### src/rtl/ext_irq_pkg.sv
package ext_irq_pkg;

    // Per-source sampling state
    typedef struct packed {
        logic smp;     // level seen at the most recent strobe
        logic primed;  // at least one strobe taken since reset
        logic flag;    // request flag
    } src_state_t;

    localparam src_state_t SRC_RESET = '{smp: 1'b1, primed: 1'b0, flag: 1'b0};

endpackage

### src/rtl/irq_pin_sync.sv
module irq_pin_sync #(
    parameter int  STAGES    = 2,
    parameter logic RESET_LVL = 1'b1
) (
    input  logic clk,
    input  logic rst_n,
    input  logic pin_in,
    output logic pin_out
);

    logic [STAGES-1:0] chain_d, chain_q;

    generate
        if (STAGES == 1) begin : g_single
            always_comb chain_d = pin_in;
        end else begin : g_multi
            always_comb chain_d = {chain_q[STAGES-2:0], pin_in};
        end
    endgenerate

    always_ff @(posedge clk or negedge rst_n) begin
        if (!rst_n) chain_q <= {STAGES{RESET_LVL}};
        else        chain_q <= chain_d;
    end

    assign pin_out = chain_q[STAGES-1];

endmodule

### src/rtl/irq_src_sampler.sv
module irq_src_sampler
    import ext_irq_pkg::*;
(
    input  logic clk,
    input  logic rst_n,
    input  logic sample_stb,
    input  logic pin_s,       // synchronised active-low pin
    input  logic edge_mode,
    input  logic vec_ack,
    input  logic sw_wr_en,
    input  logic sw_wr_val,
    output logic flag,
    output logic smp_lvl,
    output logic primed
);

    src_state_t st_d, st_q;
    logic       edge_hit;

    always_comb begin
        st_d     = st_q;
        edge_hit = sample_stb && edge_mode && st_q.primed && st_q.smp && !pin_s;

        if (edge_mode) begin
            if (edge_hit)      st_d.flag = 1'b1;
            else if (vec_ack)  st_d.flag = 1'b0;
            else if (sw_wr_en) st_d.flag = sw_wr_val;
        end else begin
            if (sample_stb)    st_d.flag = !pin_s;
            else if (sw_wr_en) st_d.flag = sw_wr_val;
        end

        if (sample_stb) begin
            st_d.smp    = pin_s;
            st_d.primed = 1'b1;
        end
    end

    always_ff @(posedge clk or negedge rst_n) begin
        if (!rst_n) st_q <= SRC_RESET;
        else        st_q <= st_d;
    end

    assign flag    = st_q.flag;
    assign smp_lvl = st_q.smp;
    assign primed  = st_q.primed;

endmodule

### src/rtl/ext_irq_sampler.sv
module ext_irq_sampler #(
    parameter int NUM_SRC     = 2,
    parameter int SYNC_STAGES = 2
) (
    input  logic               clk,
    input  logic               rst_n,
    input  logic               sample_stb,
    input  logic [NUM_SRC-1:0] irq_pin_n,
    input  logic [NUM_SRC-1:0] edge_mode,
    input  logic [NUM_SRC-1:0] vec_ack,
    input  logic [NUM_SRC-1:0] sw_wr_en,
    input  logic [NUM_SRC-1:0] sw_wr_val,
    output logic [NUM_SRC-1:0] req_flag,
    output logic [NUM_SRC-1:0] flag_rdbk
);

    logic [NUM_SRC-1:0] pin_synced;
    logic [NUM_SRC-1:0] smp_vec;
    logic [NUM_SRC-1:0] primed_vec;
    logic [NUM_SRC-1:0] flag_vec;

    generate
        for (genvar i = 0; i < NUM_SRC; i++) begin : g_src
            irq_pin_sync #(
                .STAGES    (SYNC_STAGES),
                .RESET_LVL (1'b1)
            ) u_sync (
                .clk     (clk),
                .rst_n   (rst_n),
                .pin_in  (irq_pin_n[i]),
                .pin_out (pin_synced[i])
            );

            irq_src_sampler u_samp (
                .clk        (clk),
                .rst_n      (rst_n),
                .sample_stb (sample_stb),
                .pin_s      (pin_synced[i]),
                .edge_mode  (edge_mode[i]),
                .vec_ack    (vec_ack[i]),
                .sw_wr_en   (sw_wr_en[i]),
                .sw_wr_val  (sw_wr_val[i]),
                .flag       (flag_vec[i]),
                .smp_lvl    (smp_vec[i]),
                .primed     (primed_vec[i])
            );
        end
    endgenerate

    assign req_flag  = flag_vec;
    assign flag_rdbk = flag_vec;

endmodule

### config.mk
export PLATFORM = sky130hd
export DESIGN_NAME = ext_irq_sampler
export DESIGN_NICKNAME = d
export VERILOG_FILES = /design/src/rtl/ext_irq_pkg.sv /design/src/rtl/irq_pin_sync.sv /design/src/rtl/irq_src_sampler.sv /design/src/rtl/ext_irq_sampler.sv
export SDC_FILE = /design/constraint.sdc
export NUM_CORES = 1
export LEC_CHECK = 0
export BUFFER_PORTS_ARGS = -buffer_cell sky130_fd_sc_hd__buf_2
export CORE_AREA = 2 2 39 41
export CTS_BUF_LIST = sky130_fd_sc_hd__clkbuf_4
export DETAILED_ROUTE_END_ITERATION = 12
export DIE_AREA = 0 0 41 43
export SETUP_SLACK_MARGIN = 0.05
export SLEW_MARGIN = 20
export SYNTH_ARGS = -nofsm -noshare
export SYNTH_HDL_FRONTEND = slang
export SYNTH_SLANG_ARGS = --single-unit
### constraint.sdc
create_clock -name clk -period 1.46 [get_ports clk]
set_input_delay 0.146 -clock clk [delete_from_list [all_inputs] [get_ports clk]]
set_output_delay 0.146 -clock clk [all_outputs]
set_load 0.02 [all_outputs]
==> run metrics, run 1 <==
Post-Synth Adder-Cell Area 0; 1st-iter DRT viols 1; simple-gate portion of the synthesized area 0.121; Static Leakage ~0.24 nW; Routed WL per cell approximately 9.7 um; final RePlAce weighted congestion slightly below 0.6; buffers inserted during post-CTS setup optimization 0; fraction of synthesized cell area taken by the top area cell type 0.400; Total Power Consumption 0.000578 W; total routing resource utilization after global routing 0.0862; dpl hpwl roughly 500 um; clock skew after layout around 0.0027 ns; largest delay contributor family on the critical path flip-flops; unrepaired setup endpoints after global routing no; number of standard-cell rows in the floorplan 14; vertical extent of the die 43 um; Max FO, Critical Path 3; dominant combinational cell family by area after synthesis simple AND/OR/NAND/NOR gates; flops & latches, synth 9; Clock Sinks 9; total vias in the final route 272; core area between 0.001 and 0.0015 mm2; gr ovfl total 0; number of buffers on the longest clock path 2; die boundary width 41 um; cell type of the slowest stage on the worst timing path sky130_fd_sc_hd__dfrtp_1; Synth Area in Compound Gates 0.0825; maximum number of pins on one net before global-route repair 10; TritonCTS clock tree done; largest stage delay on the critical path ~0.38 ns; final clock period utilization by the worst path 0.661; Setup Viol. Count Final 0; met3 layer usage reported by global route 0.0471; Critical Setup Path Class flop to flop; ranking of synthesized cells by area sky130_fd_sc_hd__dfstp_2 40%, sky130_fd_sc_hd__dfrtp_1 19%, sky130_fd_sc_hd__buf_4 7.6%; leading cell type in the layout, fill and taps excluded sky130_fd_sc_hd__buf_2; setup TNS after final layout 0 ns; area overhead of the layout relative to synthesis 30.2%; Avg Inst Size Synth roughly 13 um2; count of endpoints failing hold in the final timing report 0; Data required, critical path 1.60 ns; crit end category flop; DRT Pass-1 Iters 2; post-synthesis net count 44; length in cells of the worst reg-to-reg path 3; headroom to the max-slew limit 0.873; DRT antenna net count 0; XOR/XNOR Fraction of Synth Area 0; antenna violations before repair 0; worst hold path class primary input to flop; wire length of the first global-routing pass around 930 um; Arrival @ worst endpoint roughly 1.1 ns; number of input and output port buffers inserted 16; Max IR drop VDD ~0.49 mV; Cells after Synth 31; via count of the first global-routing pass about 240; busiest metal layer after global routing met2; GR Util met2 0.141; achievable frequency 1.04 GHz; Die Area between 0.0015 and 0.002 mm2; most frequent cells in the layout 16 x sky130_fd_sc_hd__buf_2, 6 x sky130_fd_sc_hd__dfstp_2, 4 x sky130_fd_sc_hd__clkbuf_4, 3 x sky130_fd_sc_hd__dfrtp_1, 3 x sky130_fd_sc_hd__dlygate4sd3_1; warnings from Yosys 0; portion of netlist area occupied by mux cells 0.0921; I/O pin count 17; layout cell share with drive strength beyond 1 0.592; type of origin of the critical path flop; ratio of total power to cell area 1130 mW/mm2; final critical delay including setup and external delays between 0.9 and 1 ns; Worst-Margin Slew around 0.18 ns; Final #Nets 63; sequential fraction of the synthesis area 0.590; buffers and inverters on the worst path 0; logic depth of the worst path, buffers included 3; biggest area consumer among synthesized cells sky130_fd_sc_hd__dfstp_2; number of maximum-capacitance constraint violations 0; met1 demand-to-capacity share in global routing 0.0831; status completed; initial standard-cell utilization of the core 0.285; Ant. Diodes 0; via-per-instance ratio ~4.2; critical path, cell by cell mux2_4, o21ai_1, nand3_1; clk_lat worst skew approximately 0.25 ns; clock tree root driver cell sky130_fd_sc_hd__clkbuf_4; post-synth design cell area roughly 400 um2; Worst Hold Depth 3; Max Transition Viols Final 0; clock buffers created by TritonCTS 3; DRC violations left 0; clock transition at the register clock pins on the worst setup and hold paths after CTS approximately 0.060 ns; wirelength, routed 633 um; count of different cell masters after synthesis 19; number of levels in the clock H-tree 1
-- tightest hold or removal path, cell delays in order --
cell and delay [ns]:
sky130_fd_sc_hd__buf_2 0.07, sky130_fd_sc_hd__nand3b_1 0.09, sky130_fd_sc_hd__nand3_1 0.07
-- metal layers --
layer	up-vias	wire, um	share of wire
met3	0	38	0.060
li1	139	-	-
met2	10	346	0.55
met5	-	0	0
met4	0	0	0
met1	123	248	0.39
-- power breakdown --
| group | switching [W] | leakage, nW | total (W) | internal (W) |
|---|---|---|---|---|
| registers | 0.00000915 | 0.0955 | 0.000285 | 0.000276 |
| clock network | 0.0000809 | 0.0184 | 0.000204 | 0.000124 |
| logic | 0.0000453 | 0.125 | 0.0000892 | 0.0000439 |
| total | 0.000135 | 0.239 | 0.000578 | 0.000443 |
-- path summary, 6_finish.rpt --
path	endpoint	startpoint	slack, ns
min in group asynchronous	g_src[0].u_samp.primed	rst_n	0.27
max in group asynchronous	g_src[0].u_sync.chain_q[1]	rst_n	0.95
min reg2reg	g_src[1].u_sync.chain_q[1]	g_src[1].u_sync.chain_q[0]	0.36
max reg2reg	g_src[0].u_samp.flag	g_src[0].u_samp.flag	0.50
max	g_src[0].u_samp.flag	g_src[0].u_samp.flag	0.50
min	g_src[0].u_samp.flag	vec_ack[0]	0.16
-- cells in the mapped netlist --
cell type,number
sky130_fd_sc_hd__mux2_2,1
sky130_fd_sc_hd__buf_6,1
sky130_fd_sc_hd__nand4b_1,2
sky130_fd_sc_hd__o211ai_1,1
sky130_fd_sc_hd__mux2_4,1
sky130_fd_sc_hd__dfstp_2,6
sky130_fd_sc_hd__or2_2,1
sky130_fd_sc_hd__nand2_1,2
sky130_fd_sc_hd__inv_1,1
sky130_fd_sc_hd__nor2_1,1
sky130_fd_sc_hd__nand3b_1,1
sky130_fd_sc_hd__nand3_1,1
sky130_fd_sc_hd__o21ai_0,1
sky130_fd_sc_hd__dfrtp_1,3
sky130_fd_sc_hd__mux2i_1,1
sky130_fd_sc_hd__o211a_1,1
sky130_fd_sc_hd__buf_4,4
sky130_fd_sc_hd__a21oi_1,1
sky130_fd_sc_hd__o21ai_1,1
-- state kept, by name (all words and copies together), names as in the netlist --
| name | count |
|---|---|
| g_src.u_samp.smp_lvl | 2 |
| g_src.u_sync.chain_q | 4 |
| g_src.u_samp.flag | 2 |
| g_src.u_samp.primed | 1 |
-- cell families after synthesis --
group | count (synthesis)
and+or+nand+nor | 8
AOI/OAI and AO/OA | 5
buffers and inverters | 6
muxes | 3
DFF | 9
-- what timing repair did --
item                       CTS  global route
resized for setup            0             0
setup endpoints to repair    0             0
hold buffers                 3             0
hold endpoints to repair    11             0
-- final cells by class --
class                      instances  area (um2)
fill                             145         871
sequential                         9         233
multi-input combinational         16         116
timing repair buffer              19         110
clock buffer                       4        30.0
tap                               16        20.0
inverter                           1        3.75
-- through the flow --
| step | cell area [um2] | hold WS (ns) | std cells | util | setup WS, ns |
|---|---|---|---|---|---|
| 5_1_grt | 513 | 0.172 | 65 | 0.371 | 0.425 |
| 3_5_place_dp | 453 | 0.00912 | 58 | 0.327 | 0.491 |
| 3_3_place_gp | 453 | 0.00150 | 58 | 0.327 | 0.512 |
| 6_report | 513 | 0.164 | 65 | 0.371 | 0.495 |
| 2_1_floorplan | 394 | -0.150 | 31 | - | 0.520 |
| 4_1_cts | 513 | 0.159 | 65 | 0.371 | 0.478 |
Power figures use the tool's default switching activity.
==> inputs of run 2 (changes only) <==
- clock period: 1.46 -> 0.9 ns (I/O delays scaled with it)
==> run metrics, run 2 (same netlist as run 1, synthesis figures left out) <==
status complete, but fails checks; violated checks negative setup slack; number of standard-cell rows in the floorplan 14; TritonCTS clock tree done; type of origin of the critical path flop; Static Leakage roughly 0.25 nW; DRT Pass-1 Iters 1; buffers and inverters on the worst path 2; wirelength, routed about 650 um; Total Power Consumption slightly below 0.001 W; clock network fraction of total power 0.339; maximum number of pins on one net before global-route repair 10; area overhead of the layout relative to synthesis 40.3%; Max Transition Viols Final 0; Critical Setup Path Class flop to output port; Routed WL per cell just under 10 um; vertical extent of the die 43 um; dpl hpwl a little under 500 um; Clock Sinks 9; gr ovfl total 0; count of fill cells added during filler insertion about 140; count of endpoints failing hold in the final timing report 0; worst hold path class primary input to flop; number of levels in the clock H-tree 1; Final Hold Slack 0.0948 ns; smallest setup slack after layout -0.0607 ns; critical path, cell by cell buf_6, buf_6; Data required, critical path approximately 0.8 ns; most frequent cells in the layout 12 x sky130_fd_sc_hd__buf_2, 6 x sky130_fd_sc_hd__dfstp_2, 5 x sky130_fd_sc_hd__buf_6, 4 x sky130_fd_sc_hd__clkbuf_4; core area 0.00138 mm2; buffers inserted during post-CTS setup optimization 0; ratio of total power to cell area roughly 1800 mW/mm2; Max FO, Critical Path 2; cell type of the slowest stage on the worst timing path sky130_fd_sc_hd__dfrtp_1; clk_lat worst skew 0.26 ns; Psw 0.000234 W; Ant. Diodes 0; cell area after placement 460 um2; area of all placed cells without fillers between 500 and 600 um2; clock skew after layout slightly below 0.008 ns; number of flip-flops in the largest register 4; via-per-instance ratio ~4.3; layout cell share with drive strength beyond 1 0.620; clock tree root driver cell sky130_fd_sc_hd__clkbuf_4; combinational fraction of design power 0.193; number of input and output port buffers inserted 16; via count of the first global-routing pass about 290; leading cell type in the layout, fill and taps excluded sky130_fd_sc_hd__buf_2; Final #Nets 64; die boundary width 41 um; headroom to the max-slew limit 0.883; number of maximum-capacitance constraint violations 0; antenna violations before repair 0; 1st-iter DRT viols 0; largest stage delay on the critical path ~0.38 ns; DRC violations left 0; total routing resource utilization after global routing 0.0955; total vias in the final route approximately 290; DRT antenna net count 0; unrepaired setup endpoints after global routing yes; crit end category output port; switching portion of total power 0.236; wire length of the first global-routing pass 1.06 mm; largest register by flop count g_src.u_sync.chain_q; cell-internal power approximately 0.00076 W; final critical delay including setup and external delays roughly 0.96 ns; initial standard-cell utilization of the core 0.285; largest delay contributor family on the critical path flip-flops; final RePlAce weighted congestion roughly 0.6; relative contribution of sequential cells to total power 0.469; achievable frequency between 1 and 1.5 GHz; Max IR drop VDD around 0.62 mV; Setup Viol. Count Final 6; Top cell by count, worst path sky130_fd_sc_hd__buf_6; clock transition at the register clock pins on the worst setup and hold paths after CTS 0.06 ns; final clock period utilization by the worst path 1.07; Arrival @ worst endpoint ~0.87 ns; setup TNS after final layout -0.241 ns; I/O pin count 17; Die Area ~0.0018 mm2; number of buffers on the longest clock path 2; Worst-Margin Slew between 0.15 and 0.2 ns; clock buffers created by TritonCTS 3
[run 2: cell count changes in the layout (fill, tap and decap cells not counted), sizes merged]
| cell | previous run | this run |
|---|---|---|
| buf | 16 | 17 |
[run 2: path summary, 6_finish.rpt]
path,from,endpoint,slack [ns],depth (start not counted)
max in group asynchronous,rst_n,g_src[1].u_samp.smp_lvl,0.45,2
hold / removal,sample_stb,g_src[1].u_samp.smp_lvl,0.09,2
min in group asynchronous,rst_n,g_src[0].u_samp.primed,0.20,2
hold reg to reg,g_src[0].u_sync.chain_q[0],g_src[0].u_sync.chain_q[1],0.36,0
setup / recovery,g_src[0].u_samp.flag,req_flag[0],-0.06,2
setup reg to reg,g_src[0].u_samp.flag,g_src[0].u_samp.flag,-0.06,3
[run 2: per-layer routing]
metal | track usage | vias up | part of all wire | wire (um)
met2 | 0.138 | 10 | 0.53 | 346
met4 | 0.0800 | 0 | 0 | 0
met1 | 0.0970 | 132 | 0.41 | 264
met5 | 0 | - | 0 | 0
met3 | 0.0471 | 0 | 0.060 | 39
li1 | - | 143 | - | -
[run 2: worst register-to-register path, stage by stage, from the launching register on]
cell	delay (ns)
sky130_fd_sc_hd__dfrtp_1	0.38
sky130_fd_sc_hd__mux2_4	0.28
sky130_fd_sc_hd__o21ai_1	0.11
sky130_fd_sc_hd__nand3_1	0.07
[run 2: power groups by stage]
stage	Clock, W	Combinational, W	Sequential (W)
final	0.000336	0.000191	0.000465
after global routing	0.000375	0.000210	0.000469
after CTS	0.000358	0.000189	0.000464
after detailed placement	0	0.000148	0.000467
after global placement	0	0.000144	0.000465
after floorplan	0	0.000112	0.000465
[run 2: cell type report]
cell class,instances,area [um2],area share
multi-input cells,16,120,0.217
well taps,16,20.0,0.0362
repair buffers,20,146,0.265
flip-flops and latches,9,233,0.421
inverters,1,3.75,0.00679
clock buffers,4,30.0,0.0543
[run 2: what timing repair did]
action                     CTS  global route
hold endpoints to repair    11             0
hold buffers                 3             0
pin swaps                    2             1
gates resized for setup      9             2
gates cloned                 0             0
setup endpoints to repair    6             7
[run 2: through the flow]
stage,worst slack [ns],cells,utilization
floorplan,-0.0396,31,-
global placement,-0.0376,59,0.333
detailed placement,-0.0526,59,0.333
CTS,-0.0805,66,0.397
global route,-0.118,66,0.400
finish,-0.0607,66,0.400
